## config.mk

```make
export PLATFORM = sky130hd
export DESIGN_NAME = frt_timer
export DESIGN_NICKNAME = d
export VERILOG_FILES = /design/src/rtl/frt_pkg.sv /design/src/rtl/frt_sync_edge.sv /design/src/rtl/frt_tick_gen.sv /design/src/rtl/frt_cmp_chan.sv /design/src/rtl/frt_timer.sv
export SDC_FILE = /design/constraint.sdc
export NUM_CORES = 1
export LEC_CHECK = 0
export BUFFER_PORTS_ARGS = -buffer_cell sky130_fd_sc_hd__buf_2
export CAP_MARGIN = 20
export CORE_MARGIN = 2
export CORE_UTILIZATION = 60
export CTS_BUF_LIST = sky130_fd_sc_hd__clkbuf_8
export DETAILED_ROUTE_END_ITERATION = 16
export PLACE_DENSITY_LB_ADDON = 0.25
export SKIP_LAST_GASP = 1
export SLEW_MARGIN = 20
export SYNTH_ARGS = -nofsm -noshare
export SYNTH_HDL_FRONTEND = slang
export SYNTH_SLANG_ARGS = --single-unit
export TNS_END_PERCENT = 20
```

## constraint.sdc

```tcl
create_clock -name clk -period 3.9 [get_ports clk]
set_input_delay 0.78 -clock clk [delete_from_list [all_inputs] [get_ports clk]]
set_output_delay 0.78 -clock clk [all_outputs]
set_load 0.005 [all_outputs]
```

## src/rtl/frt_pkg.sv

```systemverilog
// Package: shared types and constants for the free-running timer.
// Assumes a 3-bit register address space and four status flags.
package frt_pkg;

    localparam int ADDR_W = 3;
    localparam int N_FLAG = 4;

    // Count source selection carried in control bits 1:0.
    typedef enum logic [1:0] {
        CKS_DIV4  = 2'b00,
        CKS_DIV8  = 2'b01,
        CKS_DIV32 = 2'b10,
        CKS_EXT   = 2'b11
    } cks_e;

    // log2 of the fixed division ratios; the prescaler width follows the largest.
    localparam int LOG_DIV4  = 2;
    localparam int LOG_DIV8  = 3;
    localparam int LOG_DIV32 = 5;
    localparam int DIV_W     = LOG_DIV32;

    // Register addresses.
    localparam logic [ADDR_W-1:0] A_CNT  = 3'd0;
    localparam logic [ADDR_W-1:0] A_CMPA = 3'd1;
    localparam logic [ADDR_W-1:0] A_CMPB = 3'd2;
    localparam logic [ADDR_W-1:0] A_CAP  = 3'd3;
    localparam logic [ADDR_W-1:0] A_CTRL = 3'd4;
    localparam logic [ADDR_W-1:0] A_STAT = 3'd5;

    // Flag positions inside the flag nibble (status bits 7:4).
    localparam int FL_OVF  = 0;
    localparam int FL_CMPA = 1;
    localparam int FL_CMPB = 2;
    localparam int FL_CAP  = 3;

endpackage

```

## src/rtl/frt_sync_edge.sv

```systemverilog
// Module: brings an asynchronous pin into the clock domain through a
// chain of STAGES flops and gives a one-cycle pulse on the chosen edge.
// Assumes STAGES >= 2; the pin is sampled with no glitch filtering.
module frt_sync_edge #(
    parameter int STAGES = 2
) (
    input  logic clk,
    input  logic rst_n,
    input  logic pin_i,
    input  logic rise_sel_i,
    output logic edge_o
);

    logic [STAGES:0] chain_q;
    logic            rise;
    logic            fall;

    // Shift the pin through the synchroniser and keep one history flop.
    always_ff @(posedge clk) begin
        if (!rst_n) begin
            chain_q <= '0;
        end else begin
            chain_q <= {chain_q[STAGES-1:0], pin_i};
        end
    end

    // Compare the newest synchronised sample with the one before it.
    always_comb begin
        rise   = chain_q[STAGES-1] & ~chain_q[STAGES];
        fall   = ~chain_q[STAGES-1] & chain_q[STAGES];
        edge_o = rise_sel_i ? rise : fall;
    end

endmodule

```

## src/rtl/frt_tick_gen.sv

```systemverilog
// Module: makes the single-cycle count-enable tick from either a
// free-running divider or the synchronised external clock edge.
// Assumes restart_i is pulsed whenever the counter is loaded.
module frt_tick_gen
    import frt_pkg::*;
(
    input  logic clk,
    input  logic rst_n,
    input  cks_e cks_i,
    input  logic restart_i,
    input  logic ext_rise_i,
    output logic tick_o
);

    logic [DIV_W-1:0] div_q;

    // Divider runs freely and returns to zero on a counter load.
    always_ff @(posedge clk) begin
        if (!rst_n || restart_i) begin
            div_q <= '0;
        end else begin
            div_q <= div_q + 1'b1;
        end
    end

    // A ratio ticks when the low bits of the divider are all ones.
    always_comb begin
        unique case (cks_i)
            CKS_DIV4:  tick_o = &div_q[LOG_DIV4-1:0];
            CKS_DIV8:  tick_o = &div_q[LOG_DIV8-1:0];
            CKS_DIV32: tick_o = &div_q[LOG_DIV32-1:0];
            default:   tick_o = ext_rise_i;
        endcase
    end

endmodule

```

## src/rtl/frt_cmp_chan.sv

```systemverilog
// Module: one output compare channel. Detects a match on the count
// tick, latches the programmed level, and drives the pin when enabled.
// Assumes tick_i is high for one cycle per count step.
module frt_cmp_chan #(
    parameter int CNT_W = 16
) (
    input  logic             clk,
    input  logic             rst_n,
    input  logic             tick_i,
    input  logic [CNT_W-1:0] cnt_i,
    input  logic [CNT_W-1:0] cmp_i,
    input  logic             level_i,
    input  logic             oe_i,
    output logic             match_o,
    output logic             pin_o
);

    logic pin_q;

    // Match is qualified by the tick so it fires once per count value.
    always_comb begin
        match_o = tick_i && (cnt_i == cmp_i);
    end

    // Output latch takes the programmed level at each match.
    always_ff @(posedge clk) begin
        if (!rst_n) begin
            pin_q <= 1'b0;
        end else if (match_o) begin
            pin_q <= level_i;
        end
    end

    // Pin is gated by the channel enable.
    always_comb begin
        pin_o = oe_i & pin_q;
    end

endmodule

```

## src/rtl/frt_timer.sv

```systemverilog
// Module: free-running timer top. Holds the counter, compare, capture,
// control and status registers, the flags and the interrupt gating.
// Assumes one write per cycle and a combinational read port.
module frt_timer
    import frt_pkg::*;
#(
    parameter int CNT_W       = 16,
    parameter int SYNC_STAGES = 2
) (
    input  logic              clk,
    input  logic              rst_n,
    input  logic              sleep_entry_i,
    input  logic              wr_en_i,
    input  logic [2:0]        wr_addr_i,
    input  logic [CNT_W-1:0]  wr_data_i,
    input  logic [2:0]        rd_addr_i,
    output logic [CNT_W-1:0]  rd_data_o,
    input  logic              ext_clk_i,
    input  logic              cap_i,
    output logic              cmp_a_o,
    output logic              cmp_b_o,
    input  logic [3:0]        irq_mask_i,
    output logic [3:0]        irq_o
);

    localparam int N_CMP   = 2;
    localparam int STAT_LO = 4;
    localparam int CTRL_W  = 4;

    // Status low nibble bit positions.
    localparam int S_CCLRA = 0;
    localparam int S_IEDG  = 1;
    localparam int S_LVL0  = 2;
    // Control bit positions.
    localparam int C_OE0   = 2;

    logic [CNT_W-1:0]   cnt_q;
    logic [CNT_W-1:0]   cap_q;
    logic [CNT_W-1:0]   cmp_q [N_CMP];
    logic [CTRL_W-1:0]  ctrl_q;
    logic [STAT_LO-1:0] stat_lo_q;
    logic [N_FLAG-1:0]  flag_q;
    logic [N_FLAG-1:0]  set_evt;
    logic [N_CMP-1:0]   match;
    logic [N_CMP-1:0]   pin;
    logic               wr_cnt;
    logic               wr_ctrl;
    logic               wr_stat;
    logic               tick;
    logic               ext_rise;
    logic               cap_evt;
    logic               ovf_evt;
    cks_e               cks;

    // Decode the write strobe per register.
    always_comb begin
        wr_cnt  = wr_en_i && (wr_addr_i == A_CNT);
        wr_ctrl = wr_en_i && (wr_addr_i == A_CTRL);
        wr_stat = wr_en_i && (wr_addr_i == A_STAT);
        cks     = cks_e'(ctrl_q[1:0]);
    end

    frt_sync_edge #(.STAGES(SYNC_STAGES)) i_ext_sync (
        .clk        (clk),
        .rst_n      (rst_n),
        .pin_i      (ext_clk_i),
        .rise_sel_i (1'b1),
        .edge_o     (ext_rise)
    );

    frt_sync_edge #(.STAGES(SYNC_STAGES)) i_cap_sync (
        .clk        (clk),
        .rst_n      (rst_n),
        .pin_i      (cap_i),
        .rise_sel_i (stat_lo_q[S_IEDG]),
        .edge_o     (cap_evt)
    );

    frt_tick_gen i_tick (
        .clk        (clk),
        .rst_n      (rst_n),
        .cks_i      (cks),
        .restart_i  (wr_cnt),
        .ext_rise_i (ext_rise),
        .tick_o     (tick)
    );

    // One compare register and channel per output pin.
    for (genvar c = 0; c < N_CMP; c++) begin : g_cmp
        // Compare register write, reset to all ones.
        always_ff @(posedge clk) begin
            if (!rst_n) begin
                cmp_q[c] <= '1;
            end else if (wr_en_i && (wr_addr_i == ADDR_W'(A_CMPA + c))) begin
                cmp_q[c] <= wr_data_i;
            end
        end

        frt_cmp_chan #(.CNT_W(CNT_W)) i_chan (
            .clk     (clk),
            .rst_n   (rst_n),
            .tick_i  (tick),
            .cnt_i   (cnt_q),
            .cmp_i   (cmp_q[c]),
            .level_i (stat_lo_q[S_LVL0 + c]),
            .oe_i    (ctrl_q[C_OE0 + c]),
            .match_o (match[c]),
            .pin_o   (pin[c])
        );
    end

    // Counter: bus load first, then clear on match A, else increment.
    always_ff @(posedge clk) begin
        if (!rst_n) begin
            cnt_q <= '0;
        end else if (wr_cnt) begin
            cnt_q <= wr_data_i;
        end else if (tick) begin
            cnt_q <= (match[0] && stat_lo_q[S_CCLRA]) ? '0 : cnt_q + 1'b1;
        end
    end

    // Capture register snapshots the counter on the selected edge.
    always_ff @(posedge clk) begin
        if (!rst_n) begin
            cap_q <= '0;
        end else if (cap_evt) begin
            cap_q <= cnt_q;
        end
    end

    // Control register: output enables and clock select.
    always_ff @(posedge clk) begin
        if (!rst_n) begin
            ctrl_q <= '0;
        end else if (wr_ctrl) begin
            ctrl_q <= wr_data_i[CTRL_W-1:0];
        end
    end

    // Status low nibble: writable bits, cleared by standby entry.
    always_ff @(posedge clk) begin
        if (!rst_n || sleep_entry_i) begin
            stat_lo_q <= '0;
        end else if (wr_stat) begin
            stat_lo_q <= wr_data_i[STAT_LO-1:0];
        end
    end

    // Collect the hardware events that set each flag.
    always_comb begin
        ovf_evt          = tick && (&cnt_q) && !wr_cnt;
        set_evt          = '0;
        set_evt[FL_OVF]  = ovf_evt;
        set_evt[FL_CMPA] = match[0];
        set_evt[FL_CMPB] = match[1];
        set_evt[FL_CAP]  = cap_evt;
    end

    // Flags: standby clears, events set, a written zero clears.
    always_ff @(posedge clk) begin
        if (!rst_n || sleep_entry_i) begin
            flag_q <= '0;
        end else begin
            for (int f = 0; f < N_FLAG; f++) begin
                if (set_evt[f]) begin
                    flag_q[f] <= 1'b1;
                end else if (wr_stat && !wr_data_i[STAT_LO + f]) begin
                    flag_q[f] <= 1'b0;
                end
            end
        end
    end

    // Read multiplexer.
    always_comb begin
        unique case (rd_addr_i)
            A_CNT:   rd_data_o = cnt_q;
            A_CMPA:  rd_data_o = cmp_q[0];
            A_CMPB:  rd_data_o = cmp_q[1];
            A_CAP:   rd_data_o = cap_q;
            A_CTRL:  rd_data_o = CNT_W'(ctrl_q);
            A_STAT:  rd_data_o = CNT_W'({flag_q, stat_lo_q});
            default: rd_data_o = '0;
        endcase
    end

    // Pins and interrupt requests.
    always_comb begin
        cmp_a_o = pin[0];
        cmp_b_o = pin[1];
        irq_o   = flag_q & irq_mask_i;
    end

endmodule

```

==> flow_metrics.tcl <==
set metrics [dict create \
    wirelength_um 11320 \
    post_cts_buffers 0 \
    die_x_um 93.50 \
    cp_data_required_time_ns 3.12 \
    fillers 600 \
    ctsHoldBuffers 0 \
    cts_sinks 89 \
    avgViaCountPerCell 6.125 \
    fin_setup_tns_ns 0 \
    cts_tree "done" \
    grt_use_total_pct 26.99 \
    drc_errors 0 \
    grt_pass1_wl_um 18080 \
    cell_internal_pwr_mw 1.457 \
    rsz0062_at_grt "false" \
    powerDensity_mw_per_mm2 370.0 \
    clockPowerShare_pct 37.0 \
    critPathMaxStageDelay_ns 0.43 \
    min_period_ns 2.940 \
    async_reset_ff_share_pct 0 \
    antenna_found_initial 0 \
    r2r_slack_ns 1.38 \
    netlist_area_sq_mm 0.004806 \
    placed_area_sq_mm 0.005051 \
    num_rows 32 \
    dieArea_sq_mm 0.008741 \
    ioPinCount 54 \
    drive_above_1_share_pct 24.80 \
    via_count 3761 \
    max_freq_mhz 340.1 \
    crit_path_start "rd_addr_i[1]" \
    path_clk_slew_ns 0.09 \
    gp_congestion 0.8367 \
    core_sq_mm 0.007727 \
    setup_viol 0 \
    hpwl_um 8115 \
    ff2ff_path_depth 7 \
    synthFlopType "dfxtp_1" \
    max-cap-violations 0 \
    slew_viol_final 0 \
    hold_depth 1 \
    hold_viol_final 0 \
    worstSetupPathType "input port to output port" \
    maxSlewHeadroom_pct 53.26 \
    grt_pass1_vias 3488 \
    htree_levels 3 \
    fin_area_sq_mm 0.005275 \
    worst_slew_pin_slew_ns 0.6957 \
    crit_chain "buf_2, nor2b_1, a22oi_1, nor2_1, a21oi_1, o21ai_0, buf_2" \
    portBuffers 53 \
    ys_types 45 \
    synth_seq_area_share_pct 43.74 \
    diodes 0 \
    r2r-end "cnt_q[13]" \
    outcome "finished clean" \
    synth_edf_count 32 \
    drt_pre_antenna_iters 4 \
    cpMostUsedCell "buf_2" \
    cp_top_family "buffers and inverters" \
    ys_ff_latch 89 \
    die_h_um 93.50 \
    drt_iter0_markers 296 \
    peakVddDrop_uv 205.9 \
    r2r_start "i_tick.div_q[0]" \
    slowest_stage "nor2b_1" \
    arrival_ns 2.16 \
    final_nets 543 \
    min_to "i_ext_sync.chain_q[1]" \
    area_growth_pct 9.763 \
    critPathBufInv 2 \
    netSwitchingPower_mw 0.4945 \
    path_max_fanout 21 \
    wl_per_cell_um 18.43 \
    cts-resized-gates 0 \
    clock_tree.root_cell "clkbuf_8" \
    cp-start-kind "input port" \
    swShare_pct 25.34 \
    numCtsBuffers 9 \
    grt_overflow 0 \
    initial_core_util_pct 62.19 \
    antenna_left 0 \
    grt_start_max_net_pins 34 \
    power.share.combinational_pct 9.9 \
    clockBufferDepth 2 \
    power_frac_seq_pct 53.1 \
    layout_common_cells "57 x dfxtp_1, 53 x buf_2, 36 x nor2b_1" \
    hold_path_class "flop to flop" \
    synth_cells 477 \
    finalCritPeriodShare_pct 75.38 \
    min_from "i_ext_sync.chain_q[0]" \
    clk_latency_ns 0.36 \
    fin_skew_ns 0.01036 \
    end_kind "output port" \
    avgSynthCellArea_sq_um 10.08 \
    yosysWarnings 0 \
    layout_commonest_cell "dfxtp_1" \
    syn-num-nets 513 \
    leakage_nw 2.056 \
]
-- kinds of logic (layout without fill, tap and decap cells) --
group | Yosys count | in the layout | synth area share, %
AO/OA/AOI/OAI | 78 | 78 | 10.47
XOR/XNOR | 33 | 33 | 6.014
adder cells (fa/ha/maj) | 4 | 4 | 1.041
buffers and inverters | 42 | 77 | 4.009
flip-flops | 89 | 89 | 43.74
multiplexers | 43 | 43 | 12.16
AND/OR/NAND/NOR | 188 | 188 | 22.57
-- routing by layer --
| layer | part of all wire [%] | vias to the layer above | track usage, % |
|---|---|---|---|
| met3 | 7.2 | 21 | 4.432 |
| li1 | - | 1754 | - |
| met2 | 46 | 158 | 40.89 |
| met1 | 45 | 1828 | 38.81 |
| met5 | 0 | - | 0 |
| met4 | 2.1 | 0 | 10.54 |
-- registers in the layout (all words and copies together), names as in the netlist --
signal,flops
i_cap_sync.chain_q,3
cmp_q,32
stat_lo_q,4
cnt_q,16
cap_q,16
flag_q,4
i_ext_sync.chain_q,3
i_tick.div_q,5
ctrl_q,4
g_cmp.i_chan.pin_q,2
-- through the flow --
| step | cells | setup slack (ns) | utilization, % | total power, mW | hold WS (ns) |
|---|---|---|---|---|---|
| final | 614 | 0.9601 | 68.26 | 1.952 | 0.4427 |
| after global routing | 614 | 0.8039 | 68.26 | 2.019 | 0.4539 |
| after CTS | 614 | 0.9681 | 68.26 | 1.958 | 0.4485 |
| after detailed placement | 598 | 0.9685 | 65.37 | 1.248 | 0.4238 |
| after global placement | 598 | 1.012 | 65.37 | 1.242 | 0.4135 |
| after floorplan | 477 | 1.206 | - | 1.177 | 0.4119 |
-- worst max-delay path by stage --
| stage | end | slack, ns | depth (start not counted) |
|---|---|---|---|
| after global placement | rd_data_o[3] | 1.01 | 7 |
| after CTS | rd_data_o[3] | 0.97 | 7 |
| after global routing | rd_data_o[1] | 0.80 | 6 |
| after floorplan | rd_data_o[0] | 1.21 | 5 |
| after detailed placement | rd_data_o[3] | 0.97 | 7 |
| final | rd_data_o[3] | 0.96 | 7 |
-- Yosys cell counts (all sizes together) (17+ instances only) --
cell	count	area, sq um
dfxtp	57	1141
nor2b	36	225.2
or2	33	206.5
edfxtp	32	960.9
mux2i	28	280.3
o21ai	25	125.1
buf	24	125.1
xnor2	24	210.2
a22oi	18	135.1
nor2	18	70.07
and2	17	108.9
and3	17	106.4
-- worst reg2reg max path: stages, from the launching register on --
cell and delay (ns):
dfxtp_1 0.33, ha_1 0.23, and3_1 0.19, ha_1 0.16, mux4_2 0.59, nor2_2 0.53
a22oi_1 0.20, a21boi_1 0.21
-- power groups by stage --
stage                     logic (mW)  registers (mW)  clock network, mW
after global routing           0.211            1.04              0.768
final                          0.194            1.04              0.722
after CTS                      0.194            1.03              0.730
after floorplan                0.145            1.03                  0
after global placement         0.188            1.05                  0
after detailed placement       0.193            1.06                  0
-- layout make-up --
class                           count  area, sq um  area share [%]
Clock buffer                        9        123.9           2.348
Clock inverter                      7        100.1           1.898
Inverter                            4        15.01          0.2846
Multi-Input combinational cell    346         2511           47.60
Sequential cell                    89         2102           39.85
Tap cell                          102        127.6           2.419
Timing Repair Buffer               57        295.3           5.598
Note: power is estimated with default switching activity, not from simulation.
